<file path="src/rtl/flash_prog_pkg.sv">
package flash_prog_pkg;

   typedef enum logic [2:0] {
      E_IDLE, E_SETUP, E_PULSE, E_HOLD, E_READ
   } eng_state_t;

   typedef enum logic [1:0] {
      S_IDLE, S_ISSUE, S_WAIT, S_FIN
   } seq_state_t;

   typedef struct packed {
      logic [15:0] addr;
      logic [7:0]  data;
   } cmd_word_t;

   localparam logic [15:0] UNLOCK_HI = 16'h5555;
   localparam logic [15:0] UNLOCK_LO = 16'h2AAA;
   localparam int unsigned PROG_WRITES  = 4;
   localparam int unsigned ERASE_WRITES = 6;

   // command word for one step of the unlock/command sequence
   function automatic cmd_word_t cmd_word(input logic erase, input logic [2:0] step);
      cmd_word_t w;
      case (step)
         3'd0:    w = '{addr: UNLOCK_HI, data: 8'hAA};
         3'd1:    w = '{addr: UNLOCK_LO, data: 8'h55};
         3'd2:    w = '{addr: UNLOCK_HI, data: (erase ? 8'h80 : 8'hA0)};
         3'd3:    w = '{addr: UNLOCK_HI, data: 8'hAA};
         3'd4:    w = '{addr: UNLOCK_LO, data: 8'h55};
         default: w = '{addr: UNLOCK_HI, data: 8'h10};
      endcase
      return w;
   endfunction

endpackage

</file>
<file path="src/rtl/flash_bus_engine.sv">
module flash_bus_engine
   import flash_prog_pkg::*;
#(
   parameter int AW     = 19,
   parameter int WE_CYC = 2,
   parameter int RD_CYC = 2
)(
   input  logic          clk,
   input  logic          rst_n,
   input  logic          start,
   input  logic          is_write,
   input  logic [AW-1:0] addr_in,
   input  logic [7:0]    data_in,
   output logic          cyc_done,
   output logic [7:0]    rdata,
   output logic [AW-1:0] bus_addr,
   output logic [7:0]    bus_dout,
   output logic          bus_doe,
   input  logic [7:0]    bus_din,
   output logic          ce_n,
   output logic          we_n,
   output logic          oe_n
);
   localparam int MAXC = (WE_CYC > RD_CYC) ? WE_CYC : RD_CYC;
   localparam int CW   = $clog2(MAXC + 1);

   eng_state_t    st;
   logic [CW-1:0] cnt;

   always_ff @(posedge clk or negedge rst_n) begin
      if (!rst_n) begin
         st       <= E_IDLE;
         cnt      <= '0;
         ce_n     <= 1'b1;
         we_n     <= 1'b1;
         oe_n     <= 1'b1;
         bus_doe  <= 1'b0;
         bus_addr <= '0;
         bus_dout <= '0;
         rdata    <= '0;
         cyc_done <= 1'b0;
      end else begin
         cyc_done <= 1'b0;
         case (st)
            E_IDLE: if (start) begin
               bus_addr <= addr_in;
               bus_dout <= data_in;
               ce_n     <= 1'b0;
               cnt      <= '0;
               if (is_write) begin
                  bus_doe <= 1'b1;
                  oe_n    <= 1'b1;
                  st      <= E_SETUP;
               end else begin
                  oe_n    <= 1'b0;
                  st      <= E_READ;
               end
            end
            E_SETUP: begin
               we_n <= 1'b0;
               st   <= E_PULSE;
            end
            E_PULSE: begin
               if (cnt == CW'(WE_CYC - 1)) begin
                  we_n <= 1'b1;
                  cnt  <= '0;
                  st   <= E_HOLD;
               end else begin
                  cnt <= cnt + 1'b1;
               end
            end
            E_HOLD: begin
               ce_n     <= 1'b1;
               bus_doe  <= 1'b0;
               cyc_done <= 1'b1;
               st       <= E_IDLE;
            end
            E_READ: begin
               if (cnt == CW'(RD_CYC - 1)) begin
                  rdata    <= bus_din;
                  ce_n     <= 1'b1;
                  oe_n     <= 1'b1;
                  cyc_done <= 1'b1;
                  cnt      <= '0;
                  st       <= E_IDLE;
               end else begin
                  cnt <= cnt + 1'b1;
               end
            end
            default: st <= E_IDLE;
         endcase
      end
   end

   // strobe low only inside a selected, driven, non-reading cycle
   a_r3_strobe_context: assert property (@(posedge clk) disable iff (!rst_n)
      !we_n |-> (!ce_n && oe_n && bus_doe));
   // address and data do not move while the strobe is low
   a_r3_bus_stable: assert property (@(posedge clk) disable iff (!rst_n)
      !we_n |-> ($stable(bus_addr) && $stable(bus_dout)));
   // never drive the data bus while the flash may be driving it
   a_r4_no_contention: assert property (@(posedge clk) disable iff (!rst_n)
      !oe_n |-> (!bus_doe && we_n));
   // a finished cycle leaves the chip deselected
   a_r11_release: assert property (@(posedge clk) disable iff (!rst_n)
      cyc_done |-> (ce_n && oe_n && we_n));

endmodule

</file>
<file path="src/rtl/flash_poll_judge.sv">
module flash_poll_judge #(
   parameter bit PROG_TOGGLE = 1'b1
)(
   input  logic       clk,
   input  logic       rst_n,
   input  logic       clear,
   input  logic       sample,
   input  logic       is_erase,
   input  logic       exp_b7,
   input  logic [7:0] rdata,
   output logic       complete
);
   logic prev_b6;
   logic have_prev;
   logic quiet;
   logic prog_ok;

   always_ff @(posedge clk or negedge rst_n) begin
      if (!rst_n) begin
         prev_b6   <= 1'b0;
         have_prev <= 1'b0;
      end else if (clear) begin
         have_prev <= 1'b0;
      end else if (sample) begin
         prev_b6   <= rdata[6];
         have_prev <= 1'b1;
      end
   end

   assign quiet = have_prev && (rdata[6] == prev_b6);

   generate
      if (PROG_TOGGLE) begin : g_prog_both
         assign prog_ok = (rdata[7] == exp_b7) || quiet;
      end else begin : g_prog_b7
         assign prog_ok = (rdata[7] == exp_b7);
      end
   endgenerate

   assign complete = is_erase ? quiet : prog_ok;

endmodule

</file>
<file path="src/rtl/flash_prog_ctrl.sv">
module flash_prog_ctrl
   import flash_prog_pkg::*;
#(
   parameter int AW          = 19,
   parameter int WE_CYC      = 2,
   parameter int RD_CYC      = 2,
   parameter int MAX_POLLS   = 64,
   parameter bit PROG_TOGGLE = 1'b1
)(
   input  logic          clk,
   input  logic          rst_n,
   input  logic          req_valid,
   input  logic          req_erase,
   input  logic [AW-1:0] req_addr,
   input  logic [7:0]    req_data,
   output logic          req_ready,
   output logic          done,
   output logic          err,
   output logic [AW-1:0] flash_addr,
   output logic [7:0]    flash_dout,
   output logic          flash_doe,
   input  logic [7:0]    flash_din,
   output logic          flash_ce_n,
   output logic          flash_we_n,
   output logic          flash_oe_n
);
   localparam int PW = $clog2(MAX_POLLS + 1);

   generate
      if (AW < 15)        begin : g_chk_aw  $error("AW must hold the unlock addresses"); end
      if (WE_CYC < 1)     begin : g_chk_we  $error("WE_CYC must be at least 1"); end
      if (RD_CYC < 1)     begin : g_chk_rd  $error("RD_CYC must be at least 1"); end
      if (MAX_POLLS < 2)  begin : g_chk_mp  $error("MAX_POLLS must be at least 2"); end
   endgenerate

   seq_state_t    st;
   logic          op_erase;
   logic [AW-1:0] t_addr;
   logic [7:0]    t_data;
   logic [2:0]    step;
   logic          polling;
   logic [PW-1:0] polls;
   logic          err_q;

   cmd_word_t     cw;
   logic [AW-1:0] eng_addr;
   logic [7:0]    eng_data;
   logic          eng_done;
   logic [7:0]    eng_rdata;
   logic          complete;
   logic          sample;
   logic [2:0]    last_step;

   always_comb begin
      cw       = cmd_word(op_erase, step);
      eng_addr = AW'(cw.addr);
      eng_data = cw.data;
      if (polling) begin
         eng_addr = t_addr;
         eng_data = '0;
      end else if (!op_erase && step == 3'(PROG_WRITES - 1)) begin
         eng_addr = t_addr;
         eng_data = t_data;
      end
   end

   assign last_step = op_erase ? 3'(ERASE_WRITES - 1) : 3'(PROG_WRITES - 1);
   assign sample    = (st == S_WAIT) && polling && eng_done;
   assign req_ready = (st == S_IDLE);
   assign done      = (st == S_FIN);
   assign err       = err_q;

   flash_bus_engine #(.AW(AW), .WE_CYC(WE_CYC), .RD_CYC(RD_CYC)) u_engine (
      .clk      (clk),
      .rst_n    (rst_n),
      .start    (st == S_ISSUE),
      .is_write (!polling),
      .addr_in  (eng_addr),
      .data_in  (eng_data),
      .cyc_done (eng_done),
      .rdata    (eng_rdata),
      .bus_addr (flash_addr),
      .bus_dout (flash_dout),
      .bus_doe  (flash_doe),
      .bus_din  (flash_din),
      .ce_n     (flash_ce_n),
      .we_n     (flash_we_n),
      .oe_n     (flash_oe_n)
   );

   flash_poll_judge #(.PROG_TOGGLE(PROG_TOGGLE)) u_judge (
      .clk      (clk),
      .rst_n    (rst_n),
      .clear    (st == S_IDLE),
      .sample   (sample),
      .is_erase (op_erase),
      .exp_b7   (t_data[7]),
      .rdata    (eng_rdata),
      .complete (complete)
   );

   always_ff @(posedge clk or negedge rst_n) begin
      if (!rst_n) begin
         st       <= S_IDLE;
         op_erase <= 1'b0;
         t_addr   <= '0;
         t_data   <= '0;
         step     <= '0;
         polling  <= 1'b0;
         polls    <= '0;
         err_q    <= 1'b0;
      end else begin
         case (st)
            S_IDLE: if (req_valid) begin
               op_erase <= req_erase;
               t_addr   <= req_addr;
               t_data   <= req_data;
               step     <= '0;
               polling  <= 1'b0;
               polls    <= '0;
               err_q    <= 1'b0;
               st       <= S_ISSUE;
            end
            S_ISSUE: st <= S_WAIT;
            S_WAIT: if (eng_done) begin
               if (!polling) begin
                  if (step == last_step) polling <= 1'b1;
                  else                   step    <= step + 1'b1;
                  st <= S_ISSUE;
               end else if (complete) begin
                  st <= S_FIN;
               end else if (polls == PW'(MAX_POLLS - 1)) begin
                  err_q <= 1'b1;
                  st    <= S_FIN;
               end else begin
                  polls <= polls + 1'b1;
                  st    <= S_ISSUE;
               end
            end
            S_FIN: st <= S_IDLE;
            default: st <= S_IDLE;
         endcase
      end
   end

   // completion is a single-clock pulse
   a_r8_done_pulse: assert property (@(posedge clk) disable iff (!rst_n)
      done |=> !done);
   // no request is accepted while the bus is in use
   a_r9_busy_not_ready: assert property (@(posedge clk) disable iff (!rst_n)
      !flash_ce_n |-> !req_ready);
   // the poll counter never passes its budget
   a_r7_poll_budget: assert property (@(posedge clk) disable iff (!rst_n)
      polling |-> (polls < PW'(MAX_POLLS)));

endmodule

</file>
<file path="config.mk">
export PLATFORM = sky130hd
export DESIGN_NAME = flash_prog_ctrl
export DESIGN_NICKNAME = d
export VERILOG_FILES = /design/src/rtl/flash_prog_pkg.sv /design/src/rtl/flash_bus_engine.sv /design/src/rtl/flash_poll_judge.sv /design/src/rtl/flash_prog_ctrl.sv
export SDC_FILE = /design/constraint.sdc
export NUM_CORES = 1
export LEC_CHECK = 0
export ABC_AREA = 1
export BUFFER_PORTS_ARGS = -buffer_cell sky130_fd_sc_hd__buf_2
export CAP_MARGIN = 20
export CELL_PAD_IN_SITES_DETAIL_PLACEMENT = 1
export CELL_PAD_IN_SITES_GLOBAL_PLACEMENT = 1
export CORE_MARGIN = 3
export CORE_UTILIZATION = 36
export DETAILED_ROUTE_END_ITERATION = 10
export PLACE_DENSITY = 0.73
export SLEW_MARGIN = 10
export SYNTH_ARGS = -nofsm -noshare
export SYNTH_HDL_FRONTEND = slang
export SYNTH_SLANG_ARGS = --single-unit
</file>
<file path="constraint.sdc">
create_clock -name clk -period 1.75 [get_ports clk]
set_clock_uncertainty 0.05 [all_clocks]
set_input_delay 0.0875 -clock clk [delete_from_list [all_inputs] [get_ports clk]]
set_output_delay 0.0875 -clock clk [all_outputs]
set_load 0.02 [all_outputs]
</file>
==> results summary <==
The unique cell type count in the Yosys netlist came out at 29. The number of setup buffers added after CTS is 0. The die covers 11,600 µm². STA puts the critical path data required time at 1.94 ns.

After layout, the minimum clock period comes to around 1.6 ns. The largest total area in the synthesized netlist belongs to dfrtp_1. The maximum single-stage delay on the critical path is ~0.36 ns. The total nets after synthesis is ~500.

The residual DRC count came out at 0. The fraction of final layout cells sized beyond drive strength 1 is a little over a fifth. The sort of element at the start of the critical path is a register. The latest clock arrival within the worst-skew pair came out at 0.36 ns. The number of antenna diodes came out at 0. The area used by multi-input combinational logic is 1480 µm². The total leakage power came out at 2.50 nW. The nature of the critical path endpoint is a register. The die boundary height came out at approximately 110 µm. The achievable clock frequency came out at approximately 620 MHz. The number of antenna-violating nets in the routed design is 0. Setup violations remaining at the end of the flow were counted as 0. The sequential-to-total area share from yosys stat is 55.9%.

The number of antenna violations at the first check in global routing came to 0. By area the synthesized netlist is led by dfrtp_1, nand2_1, nor2_1. Routability-driven placement finished with a final weighted congestion of around 0.82. The CTS buffer count came out at 9.

The via count of the first global-routing pass came out at roughly 3,600. TritonCTS built the clock tree. The total global routing overflow came out at 0.

The number of vias per cell came out at 4.81. Synthesis produced 450 cells. The count of flip-flops with a built-in enable after synthesis came out at 0. The floorplan has 36 rows. The final hold violation count came to 0.

Port buffering added 66 buffers. For this block, the routed nets add up to 10,300 µm of wire. In this run the register-to-register setup slack is 0.14 ns. The count of pins on the block boundary is 73. The maximum count of clock buffers along a single path is 2. The signal on the critical path passes through buf_4 -> inv_1 -> ha_1 -> a21oi_1 -> nand2_1 -> o21bai_2 -> buf_4 -> a21oi_1. The mean area per synthesized cell came out at 8.27 µm². In the final routed layout, each cell accounts on average for 14.6 µm. The routed layout has 3,380 vias. Setup repair after global routing could not meet its margin everywhere.

After the first detailed-routing iteration, the DRC count stood at between 100 and 150. Compared with the post-synthesis result, the final layout area differs by 30.4%. In the final layout, flip-flops and latches occupy about 2100 µm². The utilization of the core after routing is roughly half.

The count of yosys warnings during synthesis is 0. Counting the fill cells in the layout gives 1,235. At the pin with the least slew margin, the transition time is 0.305 ns. The half-perimeter wire length of the detailed placement result came out at 7070 µm.

The x dimension of the die is 108 µm. Data arrives at the worst endpoint at ~1.8 ns. The initial utilization of the core area, before any placement, comes to 37.6%. The post-synthesis sequential element count is 83.

Counting instances in the post-synthesis netlist gives the leading cell types as nand2_1, dfrtp_1, nor2_1. The maximum number of pins on one net before global-route repair came out at 55. The reported max-cap violation count came out at 0. The part of the cycle the worst path needs is between 90% and 100%.

Global routing used 19.1% of the available tracks. The number of max-slew violations in the final report was 0. The share of flip-flops with an asynchronous set or reset after synthesis came out at between 90% and 100%.

The setup TNS is 0 ns. The cell area after synthesis came out at 3720 µm². The class of the most critical hold timing path is in2async.

The total area inside the core boundary comes to 9910 µm². The post-detailed-placement cell area is 4320 µm². After routing the design area is 4860 µm². The total power per unit cell area is 1700 nW/µm².

nand2_1 is the most common cell in the netlist. In this run the number of H-tree levels came out at 3. The clock root buffer is clkbuf_8. The most used flip-flop cell after synthesis is dfrtp_1. Clock-pin slew was measured on the worst setup and hold paths at ~0.090 ns. The worst supply voltage drop on vdd is 0.624 mV. The largest individual stage delay along the critical path comes from the cell dfrtp_1. The remaining max-slew budget at the tightest pin is between 70% and 80%. The iteration count of the initial detailed-routing pass is 4. In this run the worst path has a maximum fanout of 8. The critical path is of the reg2reg type. The flow ran to the end, and the final reports show no timing, DRC or antenna violations. The fraction of post-synthesis cell area in the top cell type by area is 53.8%. The layout net count came out at 609. The first global-routing pass estimated 17,400 µm of wire. Counting every sink on the clock net gives 83.
## through the flow
stage                     worst slack, ns  cells  total power [mW]  hold WS (ns)
after floorplan                     0.112    450              5.52        -0.258
after CTS                          0.0597    702              8.35        0.0298
after global placement              0.101    655              6.68        -0.130
final                               0.140    702              8.28        0.0465
after global routing             -0.00666    702              9.00        0.0536
after detailed placement           0.0228    655              6.84        -0.128
## sequential cells by signal (all words and copies together), names as in the netlist, 2 cells and up
| register | cells |
|---|---|
| t_addr | 19 |
| u_engine.bus_addr | 19 |
| t_data | 8 |
| u_engine.bus_dout | 8 |
| polls | 7 |
| step | 3 |
| u_engine.st | 3 |
| st | 2 |
| u_engine.cnt | 2 |
| u_engine.rdata | 2 |
## metal layers
layer,share of wire (%),global-route usage [%],up-vias
met5,0,0,-
li1,-,-,1642
met2,51,32.7,65
met4,2.2,7.94,0
met3,3.0,2.58,16
met1,44,24.3,1657
## layout by cell type, fill, tap and decap left out, types with 3 or more instances in the layout
cell type,Yosys,final
clkbuf_8,0,10
nor2_4,2,3
inv_1,29,29
a21oi_1,27,25
nand2_2,1,3
dfrtp_1,80,80
nor2_1,43,42
nand2_1,170,168
ha_1,6,5
dfstp_2,3,3
buf_2,8,65
buf_4,0,15
nand3_1,22,22
nor2_2,3,3
a21oi_2,1,3
o21ai_1,3,4
dlygate4sd3_1,0,31
o21ai_0,24,23
inv_2,7,7
## cells by family (layout without fill, tap and decap cells)
kind of cell	after synthesis	in the layout	synth area share [%]
flip-flops	83	83	55.9
adder cells (fa/ha/maj)	6	6	2.02
buffers and inverters	47	166	5.01
AND/OR/NAND/NOR	247	247	26.8
XOR/XNOR	3	3	0.706
AO/OA/AOI/OAI	64	64	9.58
## report_power, final
part	internal, mW	switching [mW]	total (mW)
clock network	0.701	0.705	1.41
logic	1.25	2.35	3.60
registers	2.75	0.523	3.27
## cell type report
class / count / share of cell area, %
well taps: 133 / 3.43
inverters: 36 / 2.78
multi-input cells: 320 / 30.4
repair buffers: 114 / 16.5
clock inverters: 4 / 1.06
flip-flops and latches: 83 / 42.8
clock buffers: 12 / 2.99
## worst max-delay path: cells and delay by family, from the launching register on
family | cells | cell delay, ns
AO/OA/AOI/OAI | 3 | 0.37
AND/OR/NAND/NOR | 1 | 0.11
adder cells (fa/ha/maj) | 1 | 0.21
buffers and inverters | 3 | 0.38
flip-flops | 1 | 0.36
## what timing repair did
action	4_1_cts	5_1_grt
hold buffers	31	0
gates resized for setup	1	8
endpoints found under the hold margin	110	0
pin swaps	0	1
setup endpoints to repair	7	19
## worst paths after layout
check                                            startpoint                          endpoint  depth (start not counted)
min in group clk                                  req_valid                 st[0]$_DFFE_PN0P_                          3
max in group asynchronous                             rst_n         u_engine.oe_n$_DFFE_PN1P_                          3
setup reg to reg                        step[0]$_DFFE_PN0P_  u_engine.bus_addr[2]$_DFFE_PN0P_                          8
hold reg to reg            u_engine.bus_dout[2]$_DFFE_PN0P_  u_engine.bus_dout[2]$_DFFE_PN0P_                          2
setup / recovery                        step[0]$_DFFE_PN0P_  u_engine.bus_addr[2]$_DFFE_PN0P_                          8
hold / removal                                        rst_n              polls[2]$_DFFE_PN0P_                          2
Note: power is estimated with default switching activity, not from simulation.
